### src/rtl/smto_pkg.sv
// Package: shared defaults for the SMBus timeout monitor.
// Assumes: nothing; holds constants only.
package smto_pkg;
    localparam int SMTO_CNT_W       = 16;  // clock-low counter width
    localparam int SMTO_FREE_TICKS  = 10;  // idle ticks that must be exceeded
    localparam int SMTO_SYNC_STAGES = 2;   // synchronizer depth
endpackage

### src/rtl/smto_sync.sv
// Module: multi-lane flop synchronizer for asynchronous line levels.
// Assumes: lines idle high, so every stage resets to 1.
module smto_sync #(
    parameter int LANES  = 2,
    parameter int STAGES = 2
) (
    input  logic             clk,
    input  logic             rst_n,
    input  logic [LANES-1:0] d_async,
    output logic [LANES-1:0] q_sync
);
    localparam int LAST = STAGES - 1;

    for (genvar g = 0; g < LANES; g++) begin : g_lane
        logic [STAGES-1:0] chain;

        // Shift the lane level through the flop chain.
        always_ff @(posedge clk) begin
            if (!rst_n) chain <= '1;
            else        chain <= {chain[STAGES-2:0], d_async[g]};
        end

        assign q_sync[g] = chain[LAST];
    end
endmodule

### src/rtl/smto_low_timer.sv
// Module: clock-low timeout counter. Counts system clocks while SCL is low,
// reloads while SCL is high or disabled, and pulses on reaching terminal.
// Assumes: terminal >= reload; scl_s already synchronized.
module smto_low_timer #(
    parameter int CNT_W = 16
) (
    input  logic             clk,
    input  logic             rst_n,
    input  logic             en,
    input  logic             scl_s,
    input  logic [CNT_W-1:0] reload,
    input  logic [CNT_W-1:0] terminal,
    output logic             pulse
);
    logic [CNT_W-1:0] cnt;

    // Count low time, reload on high or disable, auto-reload at terminal.
    always_ff @(posedge clk) begin
        if (!rst_n) begin
            cnt   <= '0;
            pulse <= 1'b0;
        end else if (en && !scl_s) begin
            if (cnt == terminal) begin
                cnt   <= reload;
                pulse <= 1'b1;
            end else begin
                cnt   <= cnt + 1'b1;
                pulse <= 1'b0;
            end
        end else begin
            cnt   <= reload;
            pulse <= 1'b0;
        end
    end

    AST_LOW_DIS_QUIET: assert property (@(posedge clk) disable iff (!rst_n)
        !en |=> !pulse);
    AST_LOW_NEEDS_LOW: assert property (@(posedge clk) disable iff (!rst_n)
        pulse |-> $past(!scl_s));
    AST_LOW_RELOAD_HIGH: assert property (@(posedge clk) disable iff (!rst_n)
        (en && scl_s) |=> (cnt == $past(reload)));
endmodule

### src/rtl/smto_free_timer.sv
// Module: bus-free detector. Counts source ticks while both lines are high
// and fires once when the count exceeds LIMIT within one idle interval.
// Assumes: tick is a one-cycle strobe in the clk domain; lines synchronized.
module smto_free_timer #(
    parameter int LIMIT = 10
) (
    input  logic clk,
    input  logic rst_n,
    input  logic en,
    input  logic tick,
    input  logic scl_s,
    input  logic sda_s,
    output logic fire
);
    localparam int CW = $clog2(LIMIT + 1);
    localparam logic [CW-1:0] LIM = CW'(LIMIT);

    logic          idle;
    logic          fired;
    logic [CW-1:0] cnt;

    assign idle = scl_s && sda_s;
    assign fire = en && idle && tick && !fired && (cnt == LIM);

    // Advance on ticks while idle; clear on any low line or disable.
    always_ff @(posedge clk) begin
        if (!rst_n || !en || !idle) begin
            cnt   <= '0;
            fired <= 1'b0;
        end else if (tick && !fired) begin
            if (cnt == LIM) fired <= 1'b1;
            else            cnt   <= cnt + 1'b1;
        end
    end
endmodule

### src/rtl/smto_stop_flag.sv
// Module: sticky stop flag; set has priority over software clear.
// Assumes: set and clr are single-cycle or level strobes in clk domain.
module smto_stop_flag (
    input  logic clk,
    input  logic rst_n,
    input  logic set,
    input  logic clr,
    output logic flag
);
    // Hold the flag until cleared; a simultaneous set wins.
    always_ff @(posedge clk) begin
        if (!rst_n)   flag <= 1'b0;
        else if (set) flag <= 1'b1;
        else if (clr) flag <= 1'b0;
    end

    AST_STOP_STICKY: assert property (@(posedge clk) disable iff (!rst_n)
        (flag && !clr) |=> flag);
endmodule

### src/rtl/smbus_timeout_mon.sv
// Module: SMBus timeout monitor top. Synchronizes the lines, runs the
// clock-low timer and the bus-free detector, and keeps the stop flag.
// Assumes: software clears stop_flag via stop_clr; recovery is external.
module smbus_timeout_mon
    import smto_pkg::*;
#(
    parameter int CNT_W      = SMTO_CNT_W,
    parameter int FREE_TICKS = SMTO_FREE_TICKS
) (
    input  logic             clk,
    input  logic             rst_n,
    input  logic             scl_in,
    input  logic             sda_in,
    input  logic             src_tick,
    input  logic             low_to_en,
    input  logic             free_to_en,
    input  logic [CNT_W-1:0] low_reload,
    input  logic [CNT_W-1:0] low_terminal,
    input  logic             stop_clr,
    output logic             low_to_pulse,
    output logic             stop_flag,
    output logic             irq
);
    logic [1:0] lines_s;
    logic       scl_s;
    logic       sda_s;
    logic       free_fire;

    smto_sync #(.LANES(2), .STAGES(SMTO_SYNC_STAGES)) u_sync (
        .clk(clk), .rst_n(rst_n),
        .d_async({sda_in, scl_in}), .q_sync(lines_s)
    );

    assign scl_s = lines_s[0];
    assign sda_s = lines_s[1];

    smto_low_timer #(.CNT_W(CNT_W)) u_low (
        .clk(clk), .rst_n(rst_n), .en(low_to_en), .scl_s(scl_s),
        .reload(low_reload), .terminal(low_terminal), .pulse(low_to_pulse)
    );

    smto_free_timer #(.LIMIT(FREE_TICKS)) u_free (
        .clk(clk), .rst_n(rst_n), .en(free_to_en), .tick(src_tick),
        .scl_s(scl_s), .sda_s(sda_s), .fire(free_fire)
    );

    smto_stop_flag u_flag (
        .clk(clk), .rst_n(rst_n), .set(free_fire), .clr(stop_clr),
        .flag(stop_flag)
    );

    assign irq = stop_flag;

    AST_FREE_NEEDS_IDLE: assert property (@(posedge clk) disable iff (!rst_n)
        free_fire |-> (scl_s && sda_s));
    AST_FREE_SETS_FLAG: assert property (@(posedge clk) disable iff (!rst_n)
        free_fire |=> stop_flag);
endmodule

### config.mk
export PLATFORM = sky130hd
export DESIGN_NAME = smbus_timeout_mon
export DESIGN_NICKNAME = d
export VERILOG_FILES = /design/src/rtl/smto_pkg.sv /design/src/rtl/smto_sync.sv /design/src/rtl/smto_low_timer.sv /design/src/rtl/smto_free_timer.sv /design/src/rtl/smto_stop_flag.sv /design/src/rtl/smbus_timeout_mon.sv
export SDC_FILE = /design/constraint.sdc
export NUM_CORES = 1
export LEC_CHECK = 0
export CORE_ASPECT_RATIO = 1.2
export CORE_MARGIN = 10
export CORE_UTILIZATION = 47
export CTS_CLUSTER_DIAMETER = 60
export DETAILED_ROUTE_END_ITERATION = 8
export HOLD_SLACK_MARGIN = 0.02
export MAX_ROUTING_LAYER = met4
export PLACE_DENSITY = 0.77
export SETUP_SLACK_MARGIN = 0.5
export SLEW_MARGIN = 20
export SYNTH_ARGS = -nofsm -noshare
export SYNTH_HDL_FRONTEND = slang
export SYNTH_SLANG_ARGS = --single-unit
export TNS_END_PERCENT = 50
### constraint.sdc
create_clock -name clk -period 2.48 [get_ports clk]
set_input_delay 0.496 -clock clk [delete_from_list [all_inputs] [get_ports clk]]
set_output_delay 0.496 -clock clk [all_outputs]
set_load 0.01 [all_outputs]
# Word-level counts from Yosys, hierarchy flattened
# Index checks and enable logic that the tools add are counted.
[word_totals]
reg_bits = 27
in_bits = 40
out_inout_bits = 3
elab_cells = 35
[op_classes]
n_addsub = 2
eq_ne = 2
mux = 5
bitwise = 1
reduce_logical = 18
[op_table]
columns = ["cell", "n"]
rows = [
  ["$mux 16", 2],
  ["$add 16x1->16 const B", 1],
  ["$eq 16x16->1", 1],
  ["$logic_and 1x1->1", 7],
  ["$reduce_and 2->1", 3],
  ["$logic_not 1->1", 5],
  ["$add 4x1->4 const B", 1],
  ["$eq 4x4->1 const B", 1],
  ["$mux 1", 3],
  ["$logic_or 1x1->1", 2],
  ["$reduce_bool 2->1", 1],
  ["$not 1->1", 1],
]

# Logic depth before layout (Yosys ltp)
# Gate-level depths: netlist of the first run.
[depth]
ltp_word = 6
mapped_depth = 8
depth_no_buf = 7

# Modules after synthesis
# Synthesis of the first run repeated with hierarchy kept, for this count alone.
[unflattened]
cells_unflattened = 171
hier_area_um2 = 1534.0
[by_module_without_submodules]
columns = ["mod", "instances", "cells_each", "area_per_inst_um2", "seq_area_each_um2"]
rows = [
  ["smto_low_timer", 1, 127, 1101.1, 340.3],
  ["smto_free_timer", 1, 30, 264.0, 100.1],
  ["smto_sync", 1, 10, 120.1, 80.1],
  ["smto_stop_flag", 1, 3, 41.3, 20.0],
  ["smbus_timeout_mon", 1, 1, 7.5, 0.0],
]

# Worst setup path before layout of the first run
# Ideal clock, no wire load.
[synth_path]
kind = "in2reg"
startpoint = "in low_terminal[15]"
endpoint = "reg u_low.cnt[11]"
setup_ps = 116
arrival_time_ps = 1795
required_ps = 2364
slack_ps = 569
cell_stages = 7
path_buffers = 2
cell_sequence = "xor2_1 > nor4_1 > nand4_2 > and2_1 > buf_6 > buf_6 > o211a_1"
[synth_between]
elab_chain_cells = 3
[synth_lines]
columns = ["element", "line", "rtl"]
rows = [
  ["from (decl)", "smbus_timeout_mon.sv:18", "input logic [CNT_W-1:0] low_terminal,"],
  ["$eq 16x16->1", "smto_low_timer.sv:23", "if (cnt == terminal) begin"],
  ["$mux 16", "smto_low_timer.sv:23", ""],
  ["$mux 16", "smto_low_timer.sv:22", "end else if (en && !scl_s) begin"],
  ["to (signal assigned)", "smto_low_timer.sv:24", "cnt <= reload;"],
  ["to (signal assigned)", "smto_low_timer.sv:27", "cnt <= cnt + 1'b1;"],
  ["to (signal assigned)", "smto_low_timer.sv:31", "cnt <= reload;"],
  ["to (decl)", "smto_low_timer.sv:15", "logic [CNT_W-1:0] cnt;"],
]
# No other way between the ends.
# A chain may end at the register's enable or synchronous reset.

# Worst setup path in the final report of the first run
[layout_path]
startpoint = "in low_terminal[15]"
endpoint = "reg u_low.cnt[6]"
# Same word-level chain as after synthesis.

==> PnR_summary.wiki, run 1 <==
{| class="wikitable"
! Metric !! Value
|-
| Status || complete, no violations
|-
| Global placer's final weighted congestion || 0.8109
|-
| Hold Violations, Final || 0
|-
| R2R Setup Slk || 0.68 ns
|-
| Layout area overhead || 30.92%
|-
| Gr usage total || 14.05%
|-
| Post-DP HPWL || 3069 um
|-
| Start-to-end type of the worst setup path || in -> reg
|-
| Part of the power in registers || 57.5%
|-
| Wire length of the first global-routing pass || 6610 um
|-
| Reg2Reg Depth || 6
|-
| Average wire per cell in the routed design || 16.22 um
|-
| Worst hold-check slack || 0.4391 ns
|-
| Distinct cell type count after synthesis || 31
|-
| Area occupied by registers || 540.5 sq um
|-
| Share of layout cells above drive strength 1 || 5.340%
|-
| Worst min-delay path class || reg -> reg
|-
| Post-layout min period || 1.845 ns
|-
| ANT cells || 0
|-
| Post-CTS Setup Bufs || 0
|-
| Clock tree from TritonCTS || done
|-
| CTS buffer count || 3
|-
| Mapped cell area || 1489 sq um
|-
| Starting DRC count in detailed routing || 69
|-
| Setup clock skew after layout || 0.007743 ns
|-
| Antenna violations before repair || 0
|-
| Clock Path Buffers || 2
|-
| Yosys warnings || 0
|-
| Filler cell count in the final layout || 271
|-
| Launch point of the worst path || low_terminal[15]
|-
| Core Region || 3055 sq um
|-
| Number of I/O port buffers || 42
|-
| Worst Tran Pin Value || 0.4115 ns
|-
| H-tree level count || 1
|-
| # clock sinks || 27
|-
| Main synth FF type || sky130_fd_sc_hd__dfxtp_1
|-
| Multi-input gate area in the final layout || 878.3 sq um
|-
| Remaining Overflow, GRT || 0
|-
| Setup_tns || 0 ns
|-
| Largest net degree at the start of global routing || 17
|-
| Total iterations of the first detailed-routing run || 4
|-
| Drt drc || 0
|-
| Worst r2r src || u_low.cnt[0]
|-
| Count of mapped cells out of synthesis || 167
|-
| Die area || 5829 sq um
|-
| IO Pins || 43
|-
| Final Cell Area || 1949 sq um
|-
| Critical Path Source Type || input port
|-
| # rows || 22
|-
| Most frequent cells in the layout || sky130_fd_sc_hd__clkdlybuf4s50_1 (42), sky130_fd_sc_hd__dfxtp_1 (27), sky130_fd_sc_hd__xor2_1 (18)
|-
| Commonest non-fill, non-tap cell in the layout || sky130_fd_sc_hd__clkdlybuf4s50_1
|-
| Via count of the first global-routing pass || 1448
|-
| Slew headroom || 72.48%
|-
| Count of nets after finishing || 250
|-
| Synthesized area divided by synthesized cell count || 8.916 sq um
|-
| Combinational power share || 18.2%
|-
| Post-synthesis sequential area ratio || 36.30%
|-
| Number of nets with antenna violations after detailed routing || 0
|-
| Worst R2R End || u_low.cnt[12]
|-
| Worst IR drop on VDD || 0.0004216 V
|-
| P per Cell Area || 429.2 nW/um^2
|-
| Clock slew at reported path FFs || 0.16 ns
|-
| Post-Syn Nets || 210
|-
| Leakage power || 0.7862 nW
|-
| Routed WL || 3926 um
|-
| Die width || 71.38 um
|-
| CP Max Fanout || 16
|-
| Net switching power || 0.2229 mW
|-
| Data arrival, critical path || 2.10 ns
|-
| Capture point of the worst path || u_low.cnt[6]
|-
| Clock tree root driver cell || sky130_fd_sc_hd__clkbuf_4
|-
| Count of flip-flops with a built-in enable after synthesis || 0
|-
| Cell Area, Placed || 1913 sq um
|-
| Count of pins over their slew limit || 0
|-
| Number of synthesized register bits || 27
|-
| Count of max-cap constraint violations || 0
|-
| Switching portion of total power || 26.64%
|-
| Clock power share || 24.3%
|-
| Final worst-path cycle share || 74.40%
|-
| Share of async-settable or async-resettable flops after synthesis || 0%
|-
| Power Internal || 0.6137 mW
|-
| Total chip power || 0.8367 mW
|-
| Worst-Skew Late Latency || 0.34 ns
|-
| Endpoint required time on the critical path || 2.74 ns
|-
| Effective utilization at floorplan || 48.73%
|-
| Die height || 81.66 um
|-
| Count of endpoints failing setup in the final report || 0
|-
| Unrepaired setup endpoints after global routing || false
|-
| CP Capture Type || flip-flop
|-
| Via Count || 1332
|-
| Achievable Freq || 0.5419 GHz
|-
| Routed vias/inst || 5.504
|}
-- metrics by stage --
step	setup slack [ns]	cells	utilization, %
after floorplan	0.5685	167	-
after CTS	0.5229	242	63.55
after global routing	0.5363	242	63.80
final	0.6348	242	63.80
after global placement	0.08571	238	62.61
after detailed placement	0.04885	238	62.61
-- worst min-delay path by stage --
stage	start	endpoint	depth (start not counted)
2_1_floorplan	u_sync.g_lane[0].chain[0]	u_sync.g_lane[0].chain[1]	1
5_1_grt	u_sync.g_lane[0].chain[0]	u_sync.g_lane[0].chain[1]	1
4_1_cts	u_sync.g_lane[0].chain[0]	u_sync.g_lane[0].chain[1]	1
3_3_place_gp	u_sync.g_lane[0].chain[0]	u_sync.g_lane[0].chain[1]	1
3_5_place_dp	u_sync.g_lane[0].chain[0]	u_sync.g_lane[0].chain[1]	1
6_report	u_sync.g_lane[1].chain[0]	u_sync.g_lane[1].chain[1]	1
-- area by class of cell --
type                    count  share of cell area [%]
clock inverters             1                  0.2567
multi-input cells         126                   45.06
repair buffers             45                   22.72
inverters                   4                  0.7702
well taps                  36                   2.311
clock buffers               3                   1.155
flip-flops and latches     27                   27.73
-- state kept, by name, indices dropped and copies added (netlist names) --
| name | flops |
|---|---|
| u_free.cnt | 4 |
| u_free.fired | 1 |
| u_low.cnt | 16 |
| u_sync.g_lane.chain | 4 |
| u_flag.flag | 1 |
| u_low.pulse | 1 |
-- timing repair --
| item | in CTS | in global routing |
|---|---|---|
| hold buffers | 0 | 0 |
| endpoints found under the hold margin | 0 | 0 |
| setup endpoints to repair | 13 | 7 |
| gates resized for setup | 1 | 2 |
-- worst max-delay path: stages --
cell and delay [ns]:
sky130_fd_sc_hd__clkdlybuf4s50_1 0.44, sky130_fd_sc_hd__xor2_1 0.17, sky130_fd_sc_hd__nor4_1 0.35, sky130_fd_sc_hd__nand4_2 0.16, sky130_fd_sc_hd__and2_4 0.26, sky130_fd_sc_hd__o211a_1 0.23
-- power by group through the flow --
stage / sequential, mW / clock (mW) / combinational, mW
after floorplan: 0.483 / 0 / 0.0779
after global placement: 0.489 / 0 / 0.148
after detailed placement: 0.490 / 0 / 0.152
after CTS: 0.481 / 0.206 / 0.154
after global routing: 0.485 / 0.227 / 0.166
final: 0.481 / 0.203 / 0.152
-- per-layer routing --
layer / GRT usage (%) / share of wire, %
met5: - / 0
met4: 3.682 / 1.0
met3: 2.654 / 3.8
met2: 25.80 / 53
met1: 15.09 / 42
-- cells in the mapped netlist, types with 2 or more instances --
cell,count,share of area (%)
sky130_fd_sc_hd__a21oi_1,2,0.67
sky130_fd_sc_hd__buf_6,3,2.3
sky130_fd_sc_hd__clkbuf_1,5,1.3
sky130_fd_sc_hd__dfxtp_1,27,36
sky130_fd_sc_hd__ha_1,3,2.5
sky130_fd_sc_hd__inv_1,4,1.0
sky130_fd_sc_hd__mux2i_1,2,1.3
sky130_fd_sc_hd__nand2_1,15,3.8
sky130_fd_sc_hd__nand2b_1,4,1.7
sky130_fd_sc_hd__nand3_1,17,5.7
sky130_fd_sc_hd__nand4_1,4,1.7
sky130_fd_sc_hd__nand4b_1,2,1.2
sky130_fd_sc_hd__nor2_1,9,2.3
sky130_fd_sc_hd__nor2b_1,3,1.3
sky130_fd_sc_hd__nor3_1,5,1.7
sky130_fd_sc_hd__nor4_1,6,2.5
sky130_fd_sc_hd__o211a_1,12,8.1
sky130_fd_sc_hd__o21ai_1,2,0.67
sky130_fd_sc_hd__xnor2_1,13,7.6
sky130_fd_sc_hd__xor2_1,18,11
-- cell families (layout without fill, tap and decap cells) --
| group | count (synthesis) | in the layout | synth area share (%) |
|---|---|---|---|
| muxes | 2 | 2 | 1.345 |
| adders and majority gates | 3 | 3 | 2.521 |
| and+or+nand+nor | 70 | 70 | 24.96 |
| xor gates and xnor gates | 31 | 31 | 18.24 |
| buffers and inverters | 14 | 53 | 5.294 |
| AOI/OAI and AO/OA | 20 | 20 | 11.35 |
| DFF | 27 | 27 | 36.30 |
(Power assumes the default switching activity.)
==> run 2, diff against run 1 <==
--- a/config.mk
+++ b/config.mk
@@ -7,12 +7,12 @@
 export LEC_CHECK = 0
 export CORE_ASPECT_RATIO = 1.2
 export CORE_MARGIN = 10
-export CORE_UTILIZATION = 47
+export CORE_UTILIZATION = 42
 export CTS_CLUSTER_DIAMETER = 60
 export DETAILED_ROUTE_END_ITERATION = 8
 export HOLD_SLACK_MARGIN = 0.02
 export MAX_ROUTING_LAYER = met4
-export PLACE_DENSITY = 0.77
+export PLACE_DENSITY = 0.73
 export SETUP_SLACK_MARGIN = 0.5
 export SLEW_MARGIN = 20
 export SYNTH_ARGS = -nofsm -noshare
==> constraint.sdc (replaced) <==
create_clock -name clk -period 1.6 [get_ports clk]
set_input_delay 0.32 -clock clk [delete_from_list [all_inputs] [get_ports clk]]
set_output_delay 0.32 -clock clk [all_outputs]
set_load 0.01 [all_outputs]
==> run 2 against run 1 <==
Total power increased by 68%; via count up 4.7%; non-clock buffer count grew 15; clock power up 91%; highest routed layer unchanged; largest cell class unchanged; core utilization rose by 2.0 points; design area increased by 14%.
==> PnR_summary.wiki, run 2 (synthesis gave the netlist of run 1 again) <==
{| class="wikitable"
! Metric !! Value
|-
| Core Region || 3367 sq um
|-
| Routed vias/inst || 5.386
|-
| Die height || 85.22 um
|-
| Data arrival, critical path || 1.74 ns
|-
| Remaining Overflow, GRT || 0
|-
| Via count of the first global-routing pass || 1422
|-
| Status || complete, no violations
|-
| Start-to-end type of the worst setup path || reg -> reg
|-
| Total placed cells including tap cells || 252
|-
| Net switching power || 0.3600 mW
|-
| Part of the power in registers || 52.9%
|-
| Worst-Skew Late Latency || 0.27 ns
|-
| Antenna violations before repair || 0
|-
| Cell Area, Placed || 2014 sq um
|-
| Setup clock skew after layout || 0.004477 ns
|-
| Worst setup slack before clock tree synthesis || -0.4242 ns
|-
| Area occupied by registers || 559.3 sq um
|-
| Final standard cell count with taps included and fillers excluded || 259
|-
| Final Cell Area || 2217 sq um
|-
| Largest net degree at the start of global routing || 16
|-
| # hold bufs at CTS || 0
|-
| Clock tree root driver cell || sky130_fd_sc_hd__clkbuf_8
|-
| Gr usage total || 13.35%
|-
| Worst Tran Pin Value || 0.3675 ns
|-
| IO Pins || 43
|-
| Final worst-path cycle share || 98.02%
|-
| Worst Hold Launch || src_tick
|-
| Count of max-cap constraint violations || 0
|-
| Average wire per cell in the routed design || 16.66 um
|-
| Number of nets with antenna violations after detailed routing || 0
|-
| Count of endpoints failing setup in the final report || 0
|-
| Die width || 74.35 um
|-
| Leakage power || 0.9578 nW
|-
| Worst min-delay path class || in -> reg
|-
| Commonest non-fill, non-tap cell in the layout || sky130_fd_sc_hd__clkdlybuf4s50_1
|-
| CTS buffer count || 3
|-
| Worst IR drop on VDD || 0.0005343 V
|-
| Reg with most FFs || u_low.cnt
|-
| Unrepaired setup endpoints after global routing || true
|-
| Clock Path Buffers || 2
|-
| H-tree level count || 1
|-
| Post-DP HPWL || 3132 um
|-
| Final worst-path setup slack || 0.03163 ns
|-
| Post-layout min period || 1.568 ns
|-
| Layout area overhead || 48.91%
|-
| Number of I/O port buffers || 42
|-
| Count of nets after finishing || 266
|-
| Critical Path Source Type || flip-flop
|-
| Drt drc || 0
|-
| Die area || 6336 sq um
|-
| Wire length of the first global-routing pass || 6637 um
|-
| Clock power share || 27.5%
|-
| Achievable Freq || 0.6376 GHz
|-
| Registers with the highest flip-flop counts || u_low.cnt: 16 flops, u_free.cnt: 4 flops, u_sync.g_lane.chain: 4 flops
|-
| Effective utilization at floorplan || 44.22%
|-
| Combinational power share || 19.6%
|-
| Starting DRC count in detailed routing || 63
|-
| Cell count of the worst hold path || 3
|-
| # clock sinks || 27
|-
| CP Capture Type || flip-flop
|-
| Slew headroom || 75.28%
|-
| Global placer's final weighted congestion || 0.8329
|-
| Endpoint required time on the critical path || 1.77 ns
|-
| Share of layout cells above drive strength 1 || 27.03%
|-
| Worst Hold Path EP || u_free.fired
|-
| Routed WL || 4314 um
|-
| Switching portion of total power || 25.55%
|-
| P per Cell Area || 635.6 nW/um^2
|-
| Count of pins over their slew limit || 0
|-
| CP Max Fanout || 4
|-
| Number of flip-flops in the largest register || 16
|-
| Multi-input gate area in the final layout || 989.7 sq um
|-
| Most frequent cells in the layout || sky130_fd_sc_hd__clkdlybuf4s50_1 (21), sky130_fd_sc_hd__xor2_1 (17), sky130_fd_sc_hd__nand3_1 (15), sky130_fd_sc_hd__buf_4 (15)
|-
| ANT cells || 0
|-
| Clock slew at reported path FFs || 0.09 ns
|-
| Hold Violations, Final || 0
|-
| Clock tree from TritonCTS || done
|-
| Total iterations of the first detailed-routing run || 4
|-
| Worst R2R End || u_low.cnt[6]
|-
| Fin util || 65.85%
|-
| Reg2Reg Depth || 8
|-
| # rows || 23
|-
| Filler cell count in the final layout || 268
|-
| R2R Setup Slk || 0.03 ns
|-
| Power Internal || 1.049 mW
|-
| Via Count || 1395
|-
| Worst r2r src || u_low.cnt[0]
|}
run 2: final cells by class:
cell class | instances | area share, %
clock buffers | 3 | 1.862
clock inverters | 1 | 0.2257
inverters | 4 | 0.6772
multi-input cells | 127 | 44.64
flip-flops and latches | 27 | 25.23
well taps | 37 | 2.088
repair buffers | 60 | 25.28
run 2: worst max-delay path by stage:
| stage | start | end | cells after the start |
|---|---|---|---|
| after floorplan | u_low.cnt[13] | u_low.cnt[11] | 7 |
| after global placement | low_terminal[15] | u_low.cnt[7] | 6 |
| after detailed placement | low_terminal[1] | u_low.cnt[10] | 6 |
| after CTS | u_low.cnt[0] | u_low.cnt[6] | 8 |
| after global routing | u_low.cnt[13] | u_low.cnt[6] | 5 |
| final | u_low.cnt[0] | u_low.cnt[6] | 8 |
run 2: stage by stage:
step | hold WS [ns] | setup TNS, ns | power, mW
3_5_place_dp | 0.3999 | -6.631 | 1.018
3_3_place_gp | 0.3947 | -6.763 | 1.010
4_1_cts | 0.4278 | 0 | 1.417
5_1_grt | 0.3729 | -0.2317 | 1.487
6_report | 0.3506 | 0 | 1.409
2_1_floorplan | 0.3863 | -0.6987 | 0.8697
run 2: repair_timing:
item / CTS / global route
hold endpoints to repair: 0 / 0
gates resized for setup: 31 / 38
pin swaps: 7 / 13
endpoints found under the setup margin: 24 / 26
setup buffers: 1 / 1
cloned: 1 / 0
run 2: layer usage:
layer,share of wire (%),track usage [%]
met5,0,-
met4,1.2,4.333
met3,5.4,2.914
met2,52,22.20
met1,41,15.36
run 2: critical path, stage by stage (launching register included):
cell and delay (ns):
sky130_fd_sc_hd__dfxtp_2 0.39, sky130_fd_sc_hd__ha_4 0.15, sky130_fd_sc_hd__nand3_2 0.11, sky130_fd_sc_hd__buf_4 0.17, sky130_fd_sc_hd__buf_4 0.14, sky130_fd_sc_hd__nor2_2 0.12, sky130_fd_sc_hd__xnor2_1 0.14, sky130_fd_sc_hd__nand3_1 0.10
sky130_fd_sc_hd__o211a_1 0.14
run 2: power by group through the flow:
stage / logic (mW) / registers, mW / clock network (mW)
CTS: 0.270 / 0.740 / 0.406
detailed placement: 0.263 / 0.755 / 0
finish: 0.276 / 0.746 / 0.388
global placement: 0.257 / 0.753 / 0
floorplan: 0.121 / 0.748 / 0
global route: 0.300 / 0.750 / 0.437
